**config.mk**
```make
export PLATFORM = sky130hd
export DESIGN_NAME = fft_phase_sequencer
export DESIGN_NICKNAME = d
export VERILOG_FILES = /design/src/rtl/fft_seq_pkg.sv /design/src/rtl/seq_frame_timer.sv /design/src/rtl/seq_stage_pacer.sv /design/src/rtl/fft_phase_sequencer.sv
export SDC_FILE = /design/constraint.sdc
export NUM_CORES = 1
export LEC_CHECK = 0
export BUFFER_PORTS_ARGS = -buffer_cell sky130_fd_sc_hd__clkbuf_2
export CAP_MARGIN = 15
export CORE_UTILIZATION = 50
export CTS_BUF_LIST = sky130_fd_sc_hd__clkbuf_16
export CTS_CLUSTER_DIAMETER = 80
export DETAILED_ROUTE_END_ITERATION = 12
export PLACE_DENSITY = 0.71
export SLEW_MARGIN = 30
export SYNTH_ARGS = -nofsm -noshare
export SYNTH_HDL_FRONTEND = slang
export SYNTH_SLANG_ARGS = --single-unit
```
**constraint.sdc**
```tcl
create_clock -name clk -period 4 [get_ports clk]
set_input_delay 0.2 -clock clk [delete_from_list [all_inputs] [get_ports clk]]
set_output_delay 0.2 -clock clk [all_outputs]
set_load 0.02 [all_outputs]
```
**src/rtl/fft_seq_pkg.sv**
```systemverilog
// Shared definitions for the FFT phase sequencer.
// Assumes: phase codes are decoded by neighbouring units, so values are fixed.
package fft_seq_pkg;

    typedef enum logic [1:0] {
        PH_NONE  = 2'b00,
        PH_LOAD  = 2'b01,
        PH_EMIT  = 2'b10,
        PH_CALC  = 2'b11
    } phase_e;

endpackage

```
**src/rtl/seq_frame_timer.sv**
```systemverilog
// Frame timer: counts cycles in a fixed-length frame and decodes the phase.
// Assumes: LOAD_LEN + CALC_LEN < FRAME_LEN, and CW is wide enough for FRAME_LEN.
module seq_frame_timer
    import fft_seq_pkg::*;
#(
    parameter int LOAD_LEN  = 1028,
    parameter int CALC_LEN  = 10366,
    parameter int FRAME_LEN = 12425,
    parameter int CW        = $clog2(FRAME_LEN)
) (
    input  logic   clk,
    input  logic   rst_n,
    output phase_e phase,
    output logic   calc_last
);

    localparam logic [CW-1:0] CALC_FIRST = CW'(LOAD_LEN);
    localparam logic [CW-1:0] EMIT_FIRST = CW'(LOAD_LEN + CALC_LEN);
    localparam logic [CW-1:0] FRAME_END  = CW'(FRAME_LEN - 1);

    logic [CW-1:0] cyc_q;

    // Advance the frame cycle and wrap at the end of the frame.
    always_ff @(posedge clk) begin
        if (!rst_n || cyc_q == FRAME_END) begin
            cyc_q <= '0;
        end else begin
            cyc_q <= cyc_q + 1'b1;
        end
    end

    // Map the frame cycle onto the phase code.
    always_comb begin
        if (cyc_q < CALC_FIRST) begin
            phase = PH_LOAD;
        end else if (cyc_q < EMIT_FIRST) begin
            phase = PH_CALC;
        end else begin
            phase = PH_EMIT;
        end
    end

    // Flag the final compute cycle.
    assign calc_last = (cyc_q == EMIT_FIRST - 1'b1);

    p_phase_legal_r2: assert property (@(posedge clk) disable iff (!rst_n)
        phase != PH_NONE);

    p_calc_exit_r2: assert property (@(posedge clk) disable iff (!rst_n)
        (phase == PH_CALC) |=> (phase == PH_CALC || phase == PH_EMIT));

    p_load_exit_r3: assert property (@(posedge clk) disable iff (!rst_n)
        (phase == PH_LOAD) |=> (phase == PH_LOAD || phase == PH_CALC));

    p_emit_exit_r4: assert property (@(posedge clk) disable iff (!rst_n)
        (phase == PH_EMIT) |=> (phase == PH_EMIT || phase == PH_LOAD));

endmodule

```
**src/rtl/seq_stage_pacer.sv**
```systemverilog
// Stage pacer: during computing, runs the four-cycle slot phase, the stage
// cycle counter and the stage index, and derives the butterfly half-span.
// Assumes: calc_active is high for one contiguous run per frame, and
// calc_last is high in its final cycle.
module seq_stage_pacer #(
    parameter int STAGES    = 10,
    parameter int SLOT      = 4,
    parameter int STAGE_LEN = 1036,
    parameter int SW        = $clog2(STAGES),
    parameter int LW        = $clog2(SLOT)
) (
    input  logic              clk,
    input  logic              rst_n,
    input  logic              calc_active,
    input  logic              calc_last,
    output logic [LW-1:0]     slot,
    output logic [SW-1:0]     stage,
    output logic [STAGES-1:0] ns
);

    localparam int KW = $clog2(STAGE_LEN + 16);
    localparam logic [KW-1:0]     STAGE_END = KW'(STAGE_LEN - 1);
    localparam logic [SW-1:0]     LAST_STG  = SW'(STAGES - 1);
    localparam logic [LW-1:0]     SLOT_END  = LW'(SLOT - 1);
    localparam logic [STAGES-1:0] NS_TOP    = {1'b1, {(STAGES-1){1'b0}}};

    logic          clear;
    logic [KW-1:0] kcyc_q;

    assign clear = !rst_n || !calc_active || calc_last;

    // Step the slot phase through the read-write-read-write order.
    always_ff @(posedge clk) begin
        if (clear || slot == SLOT_END) begin
            slot <= '0;
        end else begin
            slot <= slot + 1'b1;
        end
    end

    // Count cycles within a stage and advance the stage index, holding the last.
    always_ff @(posedge clk) begin
        if (clear) begin
            kcyc_q <= '0;
            stage  <= '0;
        end else if (kcyc_q == STAGE_END && stage != LAST_STG) begin
            kcyc_q <= '0;
            stage  <= stage + 1'b1;
        end else begin
            kcyc_q <= kcyc_q + 1'b1;
        end
    end

    // Half-span halves with each stage.
    assign ns = NS_TOP >> stage;

    p_slot_wrap_r5: assert property (@(posedge clk) disable iff (!rst_n)
        (calc_active && !calc_last && slot == SLOT_END) |=> slot == '0);

    p_slot_step_r5: assert property (@(posedge clk) disable iff (!rst_n)
        (calc_active && !calc_last && slot != SLOT_END) |=> slot == $past(slot) + 1'b1);

    p_idle_clear_r5: assert property (@(posedge clk) disable iff (!rst_n)
        !calc_active |-> (slot == '0 && stage == '0));

    p_stage_step_r6: assert property (@(posedge clk) disable iff (!rst_n)
        (calc_active && !calc_last) |=>
            (stage == $past(stage) || stage == $past(stage) + 1'b1));

    p_stage_cap_r6: assert property (@(posedge clk) disable iff (!rst_n)
        stage <= LAST_STG);

    p_ns_onehot_r7: assert property (@(posedge clk) disable iff (!rst_n)
        $countones(ns) == 1);

endmodule

```
**src/rtl/fft_phase_sequencer.sv**
```systemverilog
// FFT phase sequencer: fixed-budget frame of load, compute and unload phases,
// with four-cycle butterfly slot pacing and stage reporting during compute.
// Assumes: SAMPLES is a power of two with log2(SAMPLES) == STAGES.
module fft_phase_sequencer
    import fft_seq_pkg::*;
#(
    parameter int SAMPLES     = 1024,
    parameter int STAGES      = 10,
    parameter int SLOT        = 4,
    parameter int LOAD_FILL   = 4,
    parameter int STAGE_DRAIN = 12,
    parameter int CALC_FLUSH  = 6,
    parameter int EMIT_FILL   = 7,
    parameter int STAGE_W     = $clog2(STAGES),
    parameter int SLOT_W      = $clog2(SLOT)
) (
    input  logic               clk,
    input  logic               rst_n,
    output logic [1:0]         phase_o,
    output logic [STAGE_W-1:0] stage_o,
    output logic [STAGES-1:0]  ns_o,
    output logic [SLOT_W-1:0]  slot_o,
    output logic               calc_done
);

    localparam int PAIRS     = SAMPLES / 4;
    localparam int LOAD_LEN  = SAMPLES + LOAD_FILL;
    localparam int STAGE_LEN = PAIRS * SLOT + STAGE_DRAIN;
    localparam int CALC_LEN  = STAGES * STAGE_LEN + CALC_FLUSH;
    localparam int EMIT_LEN  = SAMPLES + EMIT_FILL;
    localparam int FRAME_LEN = LOAD_LEN + CALC_LEN + EMIT_LEN;

    phase_e phase;
    logic   calc_last;
    logic   calc_active;

    seq_frame_timer #(
        .LOAD_LEN  (LOAD_LEN),
        .CALC_LEN  (CALC_LEN),
        .FRAME_LEN (FRAME_LEN)
    ) u_timer (
        .clk       (clk),
        .rst_n     (rst_n),
        .phase     (phase),
        .calc_last (calc_last)
    );

    assign calc_active = (phase == PH_CALC);

    seq_stage_pacer #(
        .STAGES    (STAGES),
        .SLOT      (SLOT),
        .STAGE_LEN (STAGE_LEN),
        .SW        (STAGE_W),
        .LW        (SLOT_W)
    ) u_pacer (
        .clk         (clk),
        .rst_n       (rst_n),
        .calc_active (calc_active),
        .calc_last   (calc_last),
        .slot        (slot_o),
        .stage       (stage_o),
        .ns          (ns_o)
    );

    assign phase_o   = phase;
    assign calc_done = calc_active && calc_last;

    p_done_then_emit_r8: assert property (@(posedge clk) disable iff (!rst_n)
        calc_done |=> phase_o == 2'b10);

    p_done_single_r8: assert property (@(posedge clk) disable iff (!rst_n)
        calc_done |=> !calc_done);

    p_done_last_stage_r6: assert property (@(posedge clk) disable iff (!rst_n)
        calc_done |-> stage_o == STAGE_W'(STAGES - 1));

endmodule

```
### Word level (Yosys, flattened, before mapping)

Index checks and enable logic that the tools add are counted.

* add/subtract/negate cells: 4
* order comparisons: 2
* equal/unequal tests: 6
* shift operators: 1
* muxes and demuxes: 2
* reductions and logical operators: 9

Operators with widths (count)
* 14-bit equality test (second input constant): 2
* 14-bit by 1-bit adder with 14-bit output (second input constant): 1
* 14-bit by 11-bit less-than comparator with 1-bit output (second input constant): 1
* 14-bit less-than comparator (second input constant): 1
* 11-bit by 1-bit adder with 11-bit output (second input constant): 1
* 11-bit equality test (second input constant): 1
* 10-bit by 4-bit >> shifter with 10-bit output (first input constant): 1
* 4-bit by 1-bit adder with 4-bit output (second input constant): 1
* 2-bit equality test (second input constant): 2
* 1-bit logical OR: 4
* 4-bit != test (second input constant): 1
* 2-bit by 1-bit adder with 2-bit output (second input constant): 1
* 1-bit logical AND: 2
* 1-bit logical NOT: 2
* 2-bit two-way mux: 1
* 2-bit OR reduction: 1
* 1-bit two-way mux: 1

* register bits: 31
* bits of input ports: 2

### Logic depth before layout (Yosys ltp)

* depth after elaboration: 8
* depth in mapped cells: 7

### Modules after synthesis

A second synthesis with hierarchy kept.

* cell total of the unflattened synthesis: 188
* area total of the unflattened synthesis: 1631.6 µm²

Modules (own cells, without submodules)
* seq_stage_pacer: times used 1, cells an instance 96, area each 860.8 µm², sequential area each 340.3 µm²
* seq_frame_timer: times used 1, cells an instance 90, area each 758.2 µm², sequential area each 280.3 µm²
* fft_phase_sequencer: times used 1, cells an instance 2, area each 12.5 µm², sequential area each 0.0 µm²

### Least setup slack after synthesis

OpenSTA, ideal clock, no wires.

* path kind: register to register
* start point: register u_pacer.stage[1]
* end point: register u_pacer.stage[3]
* setup time: 0.081 ns
* data arrival time: 2.278 ns
* path slack: 1.640 ns
* stages on the path, launching flop included: 8
* path buffers: 1
* cells stage by stage: dfxtp_1 > inv_1 > ha_1 > and3b_1 > or4_1 > buf_6 > or3_1 > a211oi_2

* longest elaborated chain between the ends: 2
* elaborated cells on any way between the ends: 3

Ends and longest elaborated chain
* start, declared: line seq_stage_pacer.sv:17 `output logic [SW-1:0] stage,`
* start signal, assigned: line seq_stage_pacer.sv:48 `stage <= stage + 1'b1;`
* branches (longest 2 deep; another with 4-bit by 1-bit adder with 4-bit output)

Parallel ways; which one is timed is not known.
A chain may end at the register's enable or synchronous reset.

### Worst setup path after layout

Same ends and word-level chain as after synthesis.

==> results.ini <==
[floorplanning]
fp.dieH_um=59.0
boundaryPins=21
dieArea_sq_um=3480
core_sq_um=3080
initial_utilization=0.528
row_count=20
die_w_um=59.0

[pwr]
ir_worst_vdd_mv=0.294
p_per_area_nw_per_um2=382
power.leakage_nw=0.737

[global_routing]
antenna_found_initial=0
gr-total-overflow=0
grt_max_degree=19
grt_pass1_vias=1271
grt.total_usage=0.207
grt_pass1_wl_um=5410

[sta]
tns_ps=0
fin_crit_sh=0.582
rsz0062_at_grt=false
slew_viol_final=0
finalSetupViolations=0
period_needed_ps=2330
worst_pin_slew_ps=651
finClkSkew_ps=5.42
hold_viol_final=0
slew_headroom=0.561
fmax_mhz=429

[drt]
totalWireLength_um=3090
via_per_inst=5.28
drt_iter0_drc=81
dr.pass1.iters=4
vias=1356
wl_per_cell_um=12.0
drc_errors=0
postRouteAntennaNets=0

[cts]
cts-htree-levels=2
clock_path_buffers=2
cts_root_buffer=clkbuf_16
cts_resized=0
postCtsHoldBufs=0
cts_tree=done
clock_sinks=31
clkTransAtPathRegs_ps=50
post-cts-setup-buffers=0
numCtsBuffers=5
clk_latency_ps=270

[critical_path]
rr_worst_depth=6
cp-start-kind=flip-flop
rr_endpoint=u_pacer.stage[3]$_SDFFE_PP0P_
required_ps=4190
r2r_setup_slack_ps=1670
crit_path_cell_trace=inv_1 -> ha_1 -> and3b_1 -> or4_1 -> or3_1 -> a211oi_2
cp_max_fo=10
cp.arrival_ps=2520
path_class=flip-flop to flip-flop
rr_startpoint=u_pacer.stage[1]$_SDFFE_PP0P_
crit_slowest_cell=or4_1
cpPeakStageDelay_ps=710
endpoint_kind=flip-flop
cp-endpoint=u_pacer.stage[3]$_SDFFE_PP0P_
startpoint=u_pacer.stage[1]$_SDFFE_PP0P_

[synthesis]
ys_seq_area_frac=0.382
synth_ff_type=dfxtp_1
post_synth.cell_area_avg_sq_um=8.60
synth.distinct_cells=35
synth_enable_flop_cells=0
syn-num-nets=202
synth-seq-cells=31
syn-instance-count=189
syn_area_sq_um=1630
yosysWarningCount=0
async_flop_share=0

[layout]
final_util=0.633
n_antenna_cell=0
drive_gt1_frac=0.164
nets=225
layout_common_cells=dfxtp_1 (31), nor2_1 (22), clkbuf_2 (20)
syn_to_final_growth_pct=19.9
fillCellCount=275
final_common_cell=dfxtp_1

[outcome]
status=finished clean

[placement]
finalWeightedCongestion=0.862
portBuffers=20
hpwlAfterDp_um=2290

[flow_run]
drv_cap=0

[min_path]
hold_class=input port to flip-flop

[registers in the layout, indices dropped and copies added, names as in the netlist]
name	count
u_timer.cyc_q	14
u_pacer.kcyc_q	11
u_pacer.slot	2
u_pacer.stage	4
[critical path: cells and delay by family, from the launching register on]
family / cells / cell delay, ps
buffers and inverters: 1 / 90
flip-flops: 1 / 420
AO/OA/AOI/OAI: 1 / 200
adder cells (fa/ha/maj): 1 / 210
AND/OR/NAND/NOR: 3 / 1340
[report_power, final]
part / internal [mW] / switching (mW) / leakage (nW)
logic: 0.00614 / 0.00762 / 0.406
registers: 0.312 / 0.00298 / 0.250
clock network: 0.290 / 0.127 / 0.0812
[synthesized netlist by cell type, drive strengths merged, types with 2 or more instances]
| cell type | number | area share |
|---|---|---|
| and2 | 7 | 0.027 |
| clkbuf | 6 | 0.014 |
| dfxtp | 31 | 0.38 |
| ha | 11 | 0.085 |
| inv | 13 | 0.030 |
| nand2 | 13 | 0.030 |
| nand3 | 9 | 0.028 |
| nand4 | 3 | 0.012 |
| nor2 | 22 | 0.051 |
| nor2b | 2 | 0.0077 |
| nor3 | 19 | 0.059 |
| nor4 | 5 | 0.019 |
| nor4b | 3 | 0.016 |
| o41ai | 2 | 0.015 |
| or3 | 3 | 0.012 |
| or4 | 3 | 0.014 |
| xnor2 | 17 | 0.092 |
| xor2 | 4 | 0.022 |
[stage by stage]
stage	instance area [sq um]	worst slack, ps	hold slack (ps)	std cells	total power [mW]
6_report	1950	1670	243	257	0.745
5_1_grt	1950	1540	266	257	0.770
4_1_cts	1950	1670	252	257	0.753
3_5_place_dp	1780	1690	455	249	0.335
3_3_place_gp	1780	1740	436	249	0.335
2_1_floorplan	1630	1640	405	189	0.331
[kinds of logic after synthesis]
group                    synth area share
AO/OA/AOI/OAI                      0.0547
XOR/XNOR                            0.113
adder cells (fa/ha/maj)            0.0847
buffers and inverters              0.0508
flip-flops                          0.382
multiplexers                       0.0131
AND/OR/NAND/NOR                     0.302
[cell type report]
| cell class | instances | area, sq um | share of cell area |
|---|---|---|---|
| multi-input cells | 138 | 937 | 0.481 |
| clock inverters | 3 | 38.8 | 0.0199 |
| repair buffers | 23 | 123 | 0.0629 |
| inverters | 13 | 48.8 | 0.0250 |
| clock buffers | 5 | 125 | 0.0642 |
| well taps | 44 | 55.1 | 0.0283 |
| flip-flops and latches | 31 | 621 | 0.319 |
[worst min-delay path by stage]
stage	from	to	slack (ps)	depth (start not counted)
final	rst_n	u_timer.cyc_q[0]$_SDFF_PP0_	240	3
after CTS	rst_n	u_timer.cyc_q[0]$_SDFF_PP0_	250	3
after detailed placement	u_pacer.slot[0]$_SDFF_PP0_	u_pacer.slot[0]$_SDFF_PP0_	460	1
after global routing	rst_n	u_timer.cyc_q[0]$_SDFF_PP0_	270	3
after floorplan	rst_n	u_timer.cyc_q[13]$_SDFF_PP0_	410	2
after global placement	u_pacer.slot[0]$_SDFF_PP0_	u_pacer.slot[0]$_SDFF_PP0_	440	1
[per-layer routing]
| layer | vias to the layer above | global-route usage | part of all wire |
|---|---|---|---|
| met3 | 6 | 0.0611 | 0.042 |
| li1 | 696 | - | - |
| met2 | 30 | 0.360 | 0.51 |
| met1 | 624 | 0.233 | 0.44 |
| met5 | - | 0 | 0 |
| met4 | 0 | 0.0918 | 0.015 |
Power figures use the tool's default switching activity.
